File: config.mk
export PLATFORM = sky130hd
export DESIGN_NAME = token_mutex_ring
export DESIGN_NICKNAME = d
export VERILOG_FILES = /design/src/rtl/tmr_pkg.sv /design/src/rtl/tmr_turn_counter.sv /design/src/rtl/tmr_bcast_pipe.sv /design/src/rtl/tmr_node.sv /design/src/rtl/token_mutex_ring.sv
export SDC_FILE = /design/constraint.sdc
export NUM_CORES = 1
export LEC_CHECK = 0
export BUFFER_PORTS_ARGS = -buffer_cell sky130_fd_sc_hd__clkbuf_2
export CAP_MARGIN = 30
export CORE_ASPECT_RATIO = 0.6
export CORE_UTILIZATION = 52
export DETAILED_ROUTE_END_ITERATION = 12
export PLACE_DENSITY = 0.79
export SYNTH_ARGS = -nofsm -noshare
export SYNTH_HDL_FRONTEND = slang
export SYNTH_HIERARCHICAL = 1
export SYNTH_SLANG_ARGS = --single-unit
File: constraint.sdc
create_clock -name clk -period 5.5 [get_ports clk]
set_input_delay 1.1 -clock clk [delete_from_list [all_inputs] [get_ports clk]]
set_output_delay 1.1 -clock clk [all_outputs]
set_load 0.02 [all_outputs]
File: src/rtl/tmr_pkg.sv
package tmr_pkg;

    // Width of the index and source fields carried on the broadcast path.
    localparam int TMR_FW = 8;

    typedef enum logic { OP_ACQ = 1'b0, OP_REL = 1'b1 } tmr_op_e;

    typedef struct packed {
        logic              valid;
        logic              set;
        logic [TMR_FW-1:0] src;
        logic [TMR_FW-1:0] idx;
    } tmr_upd_t;

    function automatic int tmr_idxw(input int count);
        return (count <= 1) ? 1 : $clog2(count);
    endfunction

endpackage

File: src/rtl/tmr_turn_counter.sv
module tmr_turn_counter
    import tmr_pkg::*;
#(
    parameter int NODES = 4,
    localparam int TW = tmr_idxw(NODES)
) (
    input  logic          clk,
    input  logic          rst,
    output logic [TW-1:0] turn,
    output logic [NODES-1:0] turn_1h
);
    logic [TW-1:0] cnt_q;

    always_ff @(posedge clk) begin
        if (rst) begin
            cnt_q <= '0;
        end else if (cnt_q == TW'(NODES - 1)) begin
            cnt_q <= '0;
        end else begin
            cnt_q <= cnt_q + 1'b1;
        end
    end

    assign turn = cnt_q;

    always_comb begin
        turn_1h = '0;
        turn_1h[cnt_q] = 1'b1;
    end
endmodule

File: src/rtl/tmr_bcast_pipe.sv
module tmr_bcast_pipe
    import tmr_pkg::*;
#(
    parameter int PROP_CYCLES = 3
) (
    input  logic     clk,
    input  logic     rst,
    input  tmr_upd_t upd_in,
    output tmr_upd_t upd_out,
    output logic     in_flight
);
    tmr_upd_t           stage_q [PROP_CYCLES];
    logic [PROP_CYCLES-1:0] vld;

    always_ff @(posedge clk) begin
        if (rst) begin
            stage_q[0] <= '0;
        end else begin
            stage_q[0] <= upd_in;
        end
    end

    genvar k;
    generate
        for (k = 1; k < PROP_CYCLES; k++) begin : g_stage
            always_ff @(posedge clk) begin
                if (rst) begin
                    stage_q[k] <= '0;
                end else begin
                    stage_q[k] <= stage_q[k-1];
                end
            end
        end
        for (k = 0; k < PROP_CYCLES; k++) begin : g_vld
            assign vld[k] = stage_q[k].valid;
        end
    endgenerate

    assign upd_out   = stage_q[PROP_CYCLES-1];
    assign in_flight = |vld;
endmodule

File: src/rtl/tmr_node.sv
module tmr_node
    import tmr_pkg::*;
#(
    parameter int MUTEXES = 8,
    parameter int ID      = 0,
    localparam int IDXW   = tmr_idxw(MUTEXES)
) (
    input  logic               clk,
    input  logic               rst,
    input  logic               my_turn,
    input  logic               busy,
    input  logic               req,
    input  tmr_op_e            op,
    input  logic [IDXW-1:0]    idx,
    input  tmr_upd_t           bcast,
    output logic               commit,
    output tmr_upd_t           upd,
    output logic               grant,
    output logic [MUTEXES-1:0] tbl
);
    logic [MUTEXES-1:0] tbl_q;
    logic               grant_q;
    logic               idx_ok;
    logic               local_free;

    assign idx_ok     = (32'(idx) < MUTEXES);
    assign local_free = idx_ok && !tbl_q[idx];
    assign commit     = my_turn && req && !busy && idx_ok &&
                        ((op == OP_REL) || local_free);

    always_comb begin
        upd       = '0;
        upd.valid = commit;
        upd.set   = (op == OP_ACQ);
        upd.src   = TMR_FW'(ID);
        upd.idx   = TMR_FW'(idx);
    end

    always_ff @(posedge clk) begin
        if (rst) begin
            tbl_q   <= '0;
            grant_q <= 1'b0;
        end else begin
            grant_q <= commit;
            if (commit) begin
                tbl_q[idx] <= (op == OP_ACQ);
            end else if (bcast.valid && bcast.src != TMR_FW'(ID)) begin
                for (int m = 0; m < MUTEXES; m++) begin
                    if (bcast.idx == TMR_FW'(m)) begin
                        tbl_q[m] <= bcast.set;
                    end
                end
            end
        end
    end

    assign tbl   = tbl_q;
    assign grant = grant_q;
endmodule

File: src/rtl/token_mutex_ring.sv
module token_mutex_ring
    import tmr_pkg::*;
#(
    parameter int NODES       = 4,
    parameter int MUTEXES     = 8,
    parameter int PROP_CYCLES = 3,
    localparam int IDXW = tmr_idxw(MUTEXES),
    localparam int TW   = tmr_idxw(NODES)
) (
    input  logic                     clk,
    input  logic                     rst,
    input  logic [NODES-1:0]         req_i,
    input  logic [NODES-1:0]         rel_i,
    input  logic [NODES*IDXW-1:0]    idx_i,
    output logic [NODES-1:0]         grant_o,
    output logic                     busy_o,
    output logic [NODES*MUTEXES-1:0] table_o
);
    logic [TW-1:0]    tok_idx;
    logic [NODES-1:0] tok_1h;
    logic [NODES-1:0] commit;
    tmr_upd_t         node_upd [NODES];
    tmr_upd_t         pipe_in;
    tmr_upd_t         pipe_out;
    logic             busy;

    tmr_turn_counter #(.NODES(NODES)) u_turn (
        .clk     (clk),
        .rst     (rst),
        .turn    (tok_idx),
        .turn_1h (tok_1h)
    );

    genvar n;
    generate
        for (n = 0; n < NODES; n++) begin : g_node
            tmr_op_e op_n;
            assign op_n = rel_i[n] ? OP_REL : OP_ACQ;

            tmr_node #(.MUTEXES(MUTEXES), .ID(n)) u_node (
                .clk     (clk),
                .rst     (rst),
                .my_turn (tok_1h[n]),
                .busy    (busy),
                .req     (req_i[n]),
                .op      (op_n),
                .idx     (idx_i[n*IDXW +: IDXW]),
                .bcast   (pipe_out),
                .commit  (commit[n]),
                .upd     (node_upd[n]),
                .grant   (grant_o[n]),
                .tbl     (table_o[n*MUTEXES +: MUTEXES])
            );
        end
    endgenerate

    // The turn is unique, so at most one commit feeds the pipe per cycle.
    always_comb begin
        pipe_in = '0;
        for (int i = 0; i < NODES; i++) begin
            if (commit[i]) begin
                pipe_in = node_upd[i];
            end
        end
    end

    tmr_bcast_pipe #(.PROP_CYCLES(PROP_CYCLES)) u_pipe (
        .clk       (clk),
        .rst       (rst),
        .upd_in    (pipe_in),
        .upd_out   (pipe_out),
        .in_flight (busy)
    );

    assign busy_o = busy;
endmodule

==> results of run 1 <==
final timing paths:
check | startpoint | endpoint | slack (ps)
max | idx_i[9] | u_pipe/stage_q[0][3]$_SDFF_PP0_ | 1830
min | u_pipe/stage_q[0][5]$_SDFF_PP0_ | u_pipe/stage_q[1][5]$_SDFF_PP0_ | 430
max reg2reg | u_pipe/stage_q[2][17]$_SDFF_PP0_ | u_pipe/stage_q[0][3]$_SDFF_PP0_ | 2420
min reg2reg | u_pipe/stage_q[0][5]$_SDFF_PP0_ | u_pipe/stage_q[1][5]$_SDFF_PP0_ | 430
synthesized netlist by cell type (all sizes together), types with 5 or more instances:
library cell  number
or4                7
o211ai             8
nand2b            20
a31oi             13
buf               99
nor2b             84
nor4b              6
or2                8
nor4              14
nor3              13
mux2              12
o21bai            20
nand3              8
nand3b             6
mux2i             24
conb               7
nand4b             8
dfxtp             92
nor3b              5
o21ai             12
a21oi             57
a22oi             16
o22ai             17
a211oi            17
and2b              7
inv               12
nand2             27
nor2              29
per-layer routing:
metal | part of all wire | GRT usage
met1 | 0.46 | 0.347
met2 | 0.42 | 0.366
met3 | 0.10 | 0.0709
met4 | 0.015 | 0.0822
met5 | 0 | 0
kinds of logic (layout without fill, tap and decap cells):
group	after synthesis	in the layout	share of synthesized area
AND/OR/NAND/NOR	264	264	0.271
AO/OA/AOI/OAI	188	188	0.228
buffers and inverters	116	92	0.136
flip-flops	92	92	0.293
multiplexers	36	36	0.0597
other	7	52	0.00418
adder cells (fa/ha/maj)	4	4	0.00796
state kept, by name, summed over array words and instances, names as in the netlist:
name,count
g_node.u_node/grant,4
u_turn/turn,2
u_pipe/stage_q,54
g_node.u_node/tbl,32
power by group:
group / leakage, nW / total [mW] / switching (mW) / internal, mW
combinational: 1.84 / 0.256 / 0.153 / 0.103
sequential: 0.746 / 0.712 / 0.0160 / 0.696
clock: 0.148 / 0.642 / 0.280 / 0.362
area by class of cell:
class,instances,area (µm²),area share
multi-input combinational,544,3760,0.577
sequential,92,1840,0.282
timing repair buffer,61,315,0.0483
clock buffer,10,229,0.0351
tap,160,200,0.0307
inverter,15,97.6,0.0150
clock inverter,6,77.6,0.0119
cells in the final DEF, fill, tap and decap left out, types with 6 or more instances in the layout:
| cell | count |
|---|---|
| nand3b_1 | 6 |
| a211oi_1 | 11 |
| o22ai_2 | 10 |
| inv_1 | 11 |
| mux2i_1 | 24 |
| or2_2 | 8 |
| o22ai_1 | 7 |
| dfxtp_1 | 92 |
| clkbuf_2 | 57 |
| a21oi_2 | 11 |
| o21ai_0 | 8 |
| nor2_1 | 28 |
| nor4b_1 | 6 |
| nand3_1 | 8 |
| nand2_1 | 23 |
| nor2b_1 | 83 |
| a211oi_2 | 6 |
| clkbuf_16 | 9 |
| o211ai_2 | 7 |
| a22oi_1 | 16 |
| nand4b_1 | 8 |
| o21bai_1 | 17 |
| nand2b_1 | 20 |
| nor4_1 | 13 |
| a31oi_1 | 13 |
| conb_1 | 52 |
| nor3_1 | 12 |
| mux2_1 | 12 |
| a21oi_1 | 46 |
through the flow:
stage	utilization	setup WS (ps)
3_3_place_gp	0.540	1680
2_1_floorplan	-	2430
4_1_cts	0.566	1880
6_report	0.566	1830
5_1_grt	0.566	1520
3_5_place_dp	0.540	1500
worst max-delay path, stage by stage:
cell      delay (ps)
clkbuf_2         230
and3_4           240
a211oi_2         290
o211ai_2         230
a21oi_1          600
nand2b_1         730
o22ai_1          180
a21oi_1          160
nor2b_1          150
==> results_dict.tcl, run 1 <==
set metrics [dict create \
    status "finished, final reports clean" \
    maxCapViolCount 0 \
    cts_tree "done" \
    hold_viol 0 \
    drive_gt1_frac 0.214 \
    h-tree-depth 3 \
    grt_pass1_vias 4840 \
    die_y_um 87.2 \
    syn_avg_cell_area_um2 8.89 \
    power_density_nw_per_um2 247 \
    end_kind "flip-flop" \
    reg2regPathDepth 7 \
    slew_viol_final 0 \
    startpoint_type "input port" \
    grt_first_pass_wirelength_mm 24.1 \
    fin_crit_sh 0.667 \
    final_cell_count_no_fill 888 \
    port-buffer-count 58 \
    hpwl_mm 11.0 \
    hp-class "flip-flop to flip-flop" \
    initial_core_util 0.546 \
    insertion_delay_ps 350 \
    gp_congestion 0.951 \
    finClkSkew_ps 8.62 \
    nFillCells 1068 \
    postCtsSetupBuffers 0 \
    vias_per_cell 5.83 \
    coreArea_um2 11500 \
    cts_resized 0 \
    antenna_left 0 \
    ys_top_cells_by_area "dfxtp_1, buf_4, nor2b_1" \
    crit_required_ps 5770 \
    first_pass_iters 7 \
    slew_headroom 0.384 \
    yosysSeqAreaShare 0.293 \
    rsz0062_at_grt "false" \
    yosysTopAreaCell "dfxtp_1" \
    synth_cell_type_count 71 \
    routed_wl_mm 14.9 \
    syn_area_um2 6290 \
    synth-main-ff-cell "dfxtp_1" \
    grt_max_degree 86 \
    min_path_cells 1 \
    tightestPinTransition_ps 923 \
    synth_top_area_share 0.293 \
    synth_edf_count 0 \
    clock-sinks 92 \
    diodes 0 \
    critical_path_class "input port to flip-flop" \
    nets 749 \
    clock-root-buffer "clkbuf_16" \
    cts_hold_buf 0 \
    final_area_um2 6530 \
    fin_setup_tns_ps 0 \
    antenna_found_initial 0 \
    place_area_um2 6220 \
    cts_buffers 9 \
    drc 0 \
    synthToLayoutAreaGrowth_pct 3.78 \
    grt_usage 0.249 \
    synth_cells 707 \
    arrival_ps 3940 \
    place_inst 872 \
    drtIter0Drc 389 \
    die_w_um 144 \
    async_reset_ff_frac 0 \
    layout_min_cycle_time_ps 3670 \
    max-vdd-ir-drop_mv 0.183 \
    fp-row-count 30 \
    die_area_um2 12500 \
    wl_per_cell_um 16.8 \
    total_leakage_power_nw 2.73 \
    grt.overflow.total 0 \
    setup_violations 0 \
    via_count 5173 \
    crit_fanout 17 \
    ios 59 \
    fmax_mhz 273 \
    hold-worst-slack_ps 431 \
    cts_buffer_depth 2 \
    ys_warn_count 6 \
    power.total_mw 1.61 \
    path_clk_slew_ps 70 \
    ys_ff_latch 92 \
]
(Power assumes the default switching activity.)
==> run 2, diff against run 1 <==
--- a/config.mk
+++ b/config.mk
@@ -10,7 +10,7 @@
 export CORE_ASPECT_RATIO = 0.6
 export CORE_UTILIZATION = 52
 export DETAILED_ROUTE_END_ITERATION = 12
-export PLACE_DENSITY = 0.79
+export PLACE_DENSITY = 0.82
 export SYNTH_ARGS = -nofsm -noshare
 export SYNTH_HDL_FRONTEND = slang
 export SYNTH_HIERARCHICAL = 1
==> constraint.sdc (replaced) <==
create_clock -name clk -period 3.3 [get_ports clk]
set_input_delay 0.66 -clock clk [delete_from_list [all_inputs] [get_ports clk]]
set_output_delay 0.66 -clock clk [all_outputs]
set_load 0.02 [all_outputs]
==> results_dict.tcl, run 2 (synthesis results as in run 1) <==
set metrics [dict create \
    max-vdd-ir-drop_mv 0.241 \
    crit_family "compound AO/OA/AOI/OAI gates" \
    fin_crit_sh 0.841 \
    startpoint_type "input port" \
    gp_congestion 0.948 \
    slew_viol_final 0 \
    diodes 0 \
    vias_per_cell 5.71 \
    critical_path_buf_inv_count 1 \
    pre_cts_ws_ps 264 \
    clock-sinks 92 \
    critical_path_class "input port to flip-flop" \
    maxCapViolCount 0 \
    crit_chain "clkbuf_2 > nor2_1 > a211oi_2 > o211ai_2 > a21oi_1 > or3b_1 > o21ai_1 > a31oi_1 > nor2b_1" \
    crit_fanout 16 \
    synthToLayoutAreaGrowth_pct 5.11 \
    fin_setup_tns_ps 0 \
    total_leakage_power_nw 2.78 \
    reg2regPathDepth 7 \
    min_path_cells 1 \
    hold-worst-slack_ps 432 \
    drtIter0Drc 404 \
    setup_violations 0 \
    fmax_mhz 360 \
    antenna_left 0 \
    hp-class "flip-flop to flip-flop" \
    clock-root-buffer "clkbuf_16" \
    nets 757 \
    grt_usage 0.241 \
    regMostFlops "u_pipe/stage_q" \
    antenna_found_initial 0 \
    final_common_cell "dfxtp_1" \
    cts_buffers 9 \
    port-buffer-count 58 \
    hpwl_mm 10.5 \
    power.total_mw 2.72 \
    slew_headroom 0.475 \
    path_clk_slew_ps 70 \
    cts_hold_buf 0 \
    drive_gt1_frac 0.224 \
    utilization 0.574 \
    hold_viol 0 \
    grt_first_pass_wirelength_mm 23.2 \
    grt.overflow.total 0 \
    grt_pass1_vias 4451 \
    die_w_um 144 \
    tightestPinTransition_ps 788 \
    cts_tree "done" \
    postCtsSetupBuffers 0 \
    initial_core_util 0.546 \
    die_y_um 87.2 \
    crit_required_ps 3530 \
    layout_min_cycle_time_ps 2780 \
    fp-row-count 30 \
    power_density_nw_per_um2 411 \
    routed_wl_mm 14.3 \
    crit_path_max_incr_delay_ps 650 \
    grt_max_degree 63 \
    reg2reg_slack_ps 610 \
    wl_per_cell_um 16.0 \
    status "finished, final reports clean" \
    crit_cells 9 \
    insertion_delay_ps 350 \
    mostFrequentLayoutCells "dfxtp_1, nor2b_1, clkbuf_2" \
    cts_buffer_depth 2 \
    coreArea_um2 11500 \
    first_pass_iters 5 \
    h-tree-depth 3 \
    cts_resized 0 \
    cpMaxStageDelayCell "a21oi_1" \
    via_count 5118 \
    finClkSkew_ps 8.15 \
    ios 59 \
    end_kind "flip-flop" \
    largest_reg_flops 54 \
    drc 0 \
    rsz0062_at_grt "false" \
    arrival_ps 3000 \
    postLayoutSetupSlackWorst_ps 524 \
    die_area_um2 12500 \
]
run 2: cell types whose count changed in the layout (fill, tap and decap cells not counted):
cell	change
clkinv_4	+1
clkinvlp_4	-1
clkinv_8	+1
inv_6	+1
buf_4	+7
clkbuf_1	-1
inv_8	-1
buf_12	+1
run 2: path summary, 6_finish.rpt:
path                                         start                          endpoint
setup / recovery                          idx_i[6]  u_pipe/stage_q[0][16]$_SDFF_PP0_
hold / removal     u_pipe/stage_q[1][1]$_SDFF_PP0_   u_pipe/stage_q[2][1]$_SDFF_PP0_
hold reg to reg    u_pipe/stage_q[1][1]$_SDFF_PP0_   u_pipe/stage_q[2][1]$_SDFF_PP0_
setup reg to reg  u_pipe/stage_q[2][17]$_SDFF_PP0_  u_pipe/stage_q[0][16]$_SDFF_PP0_
run 2: worst reg2reg max path: stages (launching register included):
cell and delay (ps):
dfxtp_1 340, or3_1 510, nand3b_1 340, a21oi_1 670
or3b_1 410, o21ai_1 110, a31oi_1 50, nor2b_1 140
run 2: per-layer routing:
layer	global-route usage	share of wire	vias to the layer above	wire, µm
li1	-	-	2478	-
met1	0.373	0.50	2367	7220
met2	0.316	0.38	263	5480
met3	0.0693	0.11	10	1520
met4	0.0571	0.0071	0	101
met5	0	0	-	0
run 2: report_power, final:
group          internal (mW)  switching, mW  leakage, nW
logic                  0.183          0.260         1.88
clock network          0.609          0.481        0.156
registers               1.16         0.0246        0.746
run 2: final cells by class:
cell class | instances | area, µm²
fillers | 1027 | 4910
clock inverters | 7 | 92.6
flip-flops and latches | 92 | 1840
well taps | 160 | 200
repair buffers | 69 | 388
inverters | 15 | 97.6
clock buffers | 9 | 225
multi-input cells | 544 | 3760
run 2: per-stage QoR:
step | cells | instance area, µm²
finish | 896 | 6610
global route | 896 | 6610
CTS | 896 | 6610
detailed placement | 880 | 6290
global placement | 880 | 6290
floorplan | 752 | 6460
==> run 3, diff against run 2 <==
--- a/config.mk
+++ b/config.mk
@@ -5,12 +5,13 @@
 export SDC_FILE = /design/constraint.sdc
 export NUM_CORES = 1
 export LEC_CHECK = 0
+export ABC_AREA = 1
 export BUFFER_PORTS_ARGS = -buffer_cell sky130_fd_sc_hd__clkbuf_2
 export CAP_MARGIN = 30
 export CORE_ASPECT_RATIO = 0.6
 export CORE_UTILIZATION = 52
 export DETAILED_ROUTE_END_ITERATION = 12
-export PLACE_DENSITY = 0.82
+export PLACE_DENSITY = 0.79
 export SYNTH_ARGS = -nofsm -noshare
 export SYNTH_HDL_FRONTEND = slang
 export SYNTH_HIERARCHICAL = 1
==> constraint.sdc (replaced) <==
create_clock -name clk -period 2.8 [get_ports clk]
set_input_delay 0.56 -clock clk [delete_from_list [all_inputs] [get_ports clk]]
set_output_delay 0.56 -clock clk [all_outputs]
set_load 0.02 [all_outputs]
==> results_dict.tcl, run 3 <==
set metrics [dict create \
    synthAdderAreaFrac 0.00677 \
    startpoint_type "input port" \
    drive_gt1_frac 0.105 \
    finClkSkew_ps 8.50 \
    crit_fanout 25 \
    ios 59 \
    power_density_nw_per_um2 449 \
    nFillCells 1377 \
    multi_input_area_um2 3970 \
    slew_headroom 0.606 \
    layout_min_cycle_time_ps 2240 \
    reg2regPathDepth 16 \
    clock-root-buffer "clkbuf_16" \
    async_reset_ff_frac 0 \
    cts_resized 0 \
    path_clk_slew_ps 70 \
    cts_buffers 9 \
    arrival_ps 2460 \
    grt_pass1_vias 5828 \
    reg2reg_slack_ps 730 \
    synth_compound_area_frac 0.0254 \
    end_kind "flip-flop" \
    crit_required_ps 3020 \
    final_common_cell "nand2_1" \
    first_pass_iters 6 \
    final_area_um2 7590 \
    synthXorXnorAreaFrac 0 \
    tightestPinTransition_ps 591 \
    crit_family "simple AND/OR/NAND/NOR gates" \
    slew_viol_final 0 \
    crit_cells 17 \
    hp-class "flip-flop to flip-flop" \
    initial_core_util 0.538 \
    grt_usage 0.242 \
    h-tree-depth 3 \
    timing.rr.end "u_pipe/stage_q[0][0]$_SDFF_PP0_" \
    synth-main-ff-cell "dfxtp_1" \
    cts_hold_buf 0 \
    largest_reg_flops 54 \
    via_count 7117 \
    drc 0 \
    yosysTopAreaCell "dfxtp_1" \
    critical_path_class "input port to flip-flop" \
    die_area_um2 14700 \
    crit_chain "clkbuf_2 > inv_2 > nand2_1 > nand2_1 > nor2_1 > nor2_1 > nand2_2 > nand2_4 > nand2_8 > inv_1 > inv_8 > nand3_1 > nand2_1 > nand2_1 > nand2_1 > inv_1 > nor2_1" \
    postLayoutSetupSlackWorst_ps 561 \
    setup_violations 0 \
    synth_top_family_by_area "simple AND/OR/NAND/NOR gates" \
    synthMuxAreaShare 0 \
    syn_avg_cell_area_um2 5.82 \
    synth_top_area_share 0.249 \
    gp_congestion 0.963 \
    cts_tree "done" \
    synth_cell_type_count 24 \
    nets 1310 \
    fin_setup_tns_ps 0 \
    fp-row-count 33 \
    ys_warn_count 6 \
    synthToLayoutAreaGrowth_pct 2.57 \
    hpwl_mm 12.7 \
    ys_top_cells_by_area "dfxtp_1, nand2_1, nor2_1" \
    postCtsSetupBuffers 0 \
    die_w_um 156 \
    pre_cts_ws_ps 236 \
    hold-worst-slack_ps 400 \
    grt.overflow.total 0 \
    crit_path_frequent_cell "nand2_1" \
    yosysMostFrequentCell "nand2_1" \
    antenna_found_initial 0 \
    cts_buffer_depth 2 \
    rsz0062_at_grt "false" \
    wl_per_cell_um 11.7 \
    port-buffer-count 58 \
    fmax_mhz 447 \
    yosysSeqAreaShare 0.249 \
    max-vdd-ir-drop_mv 0.279 \
    regArea_um2 1840 \
    clock-sinks 92 \
    mostFrequentLayoutCells "nand2_1, nor2_1, inv_1" \
    grt_max_degree 55 \
    diodes 0 \
    cpMaxStageDelayCell "inv_1" \
    maxCapViolCount 0 \
    status "finished, final reports clean" \
    ys_top_cells_by_count "nand2_1, nor2_1, inv_1, nand3_1, dfxtp_1" \
    die_y_um 94.4 \
    total_leakage_power_nw 3.96 \
    insertion_delay_ps 350 \
    grt_first_pass_wirelength_mm 28.3 \
    synth-simple-area-share 0.478 \
    endpoint "u_pipe/stage_q[0][0]$_SDFF_PP0_" \
    coreArea_um2 13700 \
    regMostFlops "u_pipe/stage_q" \
    fin_crit_sh 0.799 \
    synth_edf_count 0 \
    hold_viol 0 \
    synth_cells 1272 \
    drtIter0Drc 605 \
    critical_path_buf_inv_count 5 \
    power.total_mw 3.41 \
    worstReg2RegStart "g_node[1].u_node/tbl[4]$_SDFFE_PP0P_" \
    antenna_left 0 \
    crit_path_max_incr_delay_ps 340 \
    crit_start "idx_i[3]" \
    syn_area_um2 7400 \
    ys_ff_latch 92 \
    routed_wl_mm 17.3 \
    vias_per_cell 4.81 \
    place_area_um2 7280 \
]
-- run 3: changes by cell type after synthesis, moves of 15 or more --
cell      delta
nand2_1    +276
nor2_1     +220
inv_1      +197
nand3_1    +140
nor2b_1     -83
nand4_1     +40
mux2i_1     -24
nand2b_1    -20
o21bai_1    -17
a22oi_1     -16
nor3_1      +16
buf_6       +15
-- run 3: worst min path at each step --
stage                                                start  depth (start not counted)  slack [ps]                               end
after floorplan            u_pipe/stage_q[0][0]$_SDFF_PP0_                          2         390   u_pipe/stage_q[1][0]$_SDFF_PP0_
after global placement     u_pipe/stage_q[0][4]$_SDFF_PP0_                          2         390   u_pipe/stage_q[1][4]$_SDFF_PP0_
after detailed placement  u_pipe/stage_q[0][13]$_SDFF_PP0_                          2         390  u_pipe/stage_q[1][13]$_SDFF_PP0_
after CTS                 u_pipe/stage_q[0][13]$_SDFF_PP0_                          2         400  u_pipe/stage_q[1][13]$_SDFF_PP0_
after global routing       u_pipe/stage_q[0][6]$_SDFF_PP0_                          2         410   u_pipe/stage_q[1][6]$_SDFF_PP0_
final                     u_pipe/stage_q[0][13]$_SDFF_PP0_                          2         400  u_pipe/stage_q[1][13]$_SDFF_PP0_
-- run 3: per-layer routing --
metal  share of wire  vias up  track usage
li1                -     3780            -
met3           0.094       23       0.0486
met1            0.51     3041        0.369
met2            0.39      273        0.343
met4          0.0097        0       0.0531
met5               0        -            0
-- run 3: per-stage QoR --
| step | cells | util |
|---|---|---|
| 6_report | 1481 | 0.552 |
| 5_1_grt | 1481 | 0.552 |
| 4_1_cts | 1481 | 0.552 |
| 3_5_place_dp | 1465 | 0.530 |
| 3_3_place_gp | 1465 | 0.530 |
| 2_1_floorplan | 1317 | - |
-- run 3: final cells by class --
type	instances	share of cell area
timing repair buffer	71	0.0544
sequential	92	0.243
tap	192	0.0317
multi-input combinational	893	0.523
clock inverter	5	0.00792
clock buffer	11	0.0320
inverter	217	0.108
-- run 3: report_power, final --
part           internal (mW)  switching (mW)  leakage [nW]
Sequential              1.37          0.0369         0.746
Clock                  0.721           0.548         0.146
Combinational          0.220           0.505          3.07
-- run 3: cells by family (layout without fill, tap and decap cells) --
kind of cell    after synthesis  after routing
compound gates               36             36
fa+ha+maj                     4              4
buf+inv                     332            304
flops                        92             92
other cells                   7             52
simple gates                801            801
-- run 3: worst reg2reg max path: stages (launching register included) --
cell and delay, ps:
dfxtp_1 320, inv_1 70, nand2_1 50, nand2_1 70, nor2_1 40, nor2_1 120
nand2_2 70, nand2_4 230, nand2_8 160, inv_1 350, inv_8 130, nand3_1 100
nand2_1 60, nand2_1 60, nand2_1 40, inv_1 40, nor2_1 30
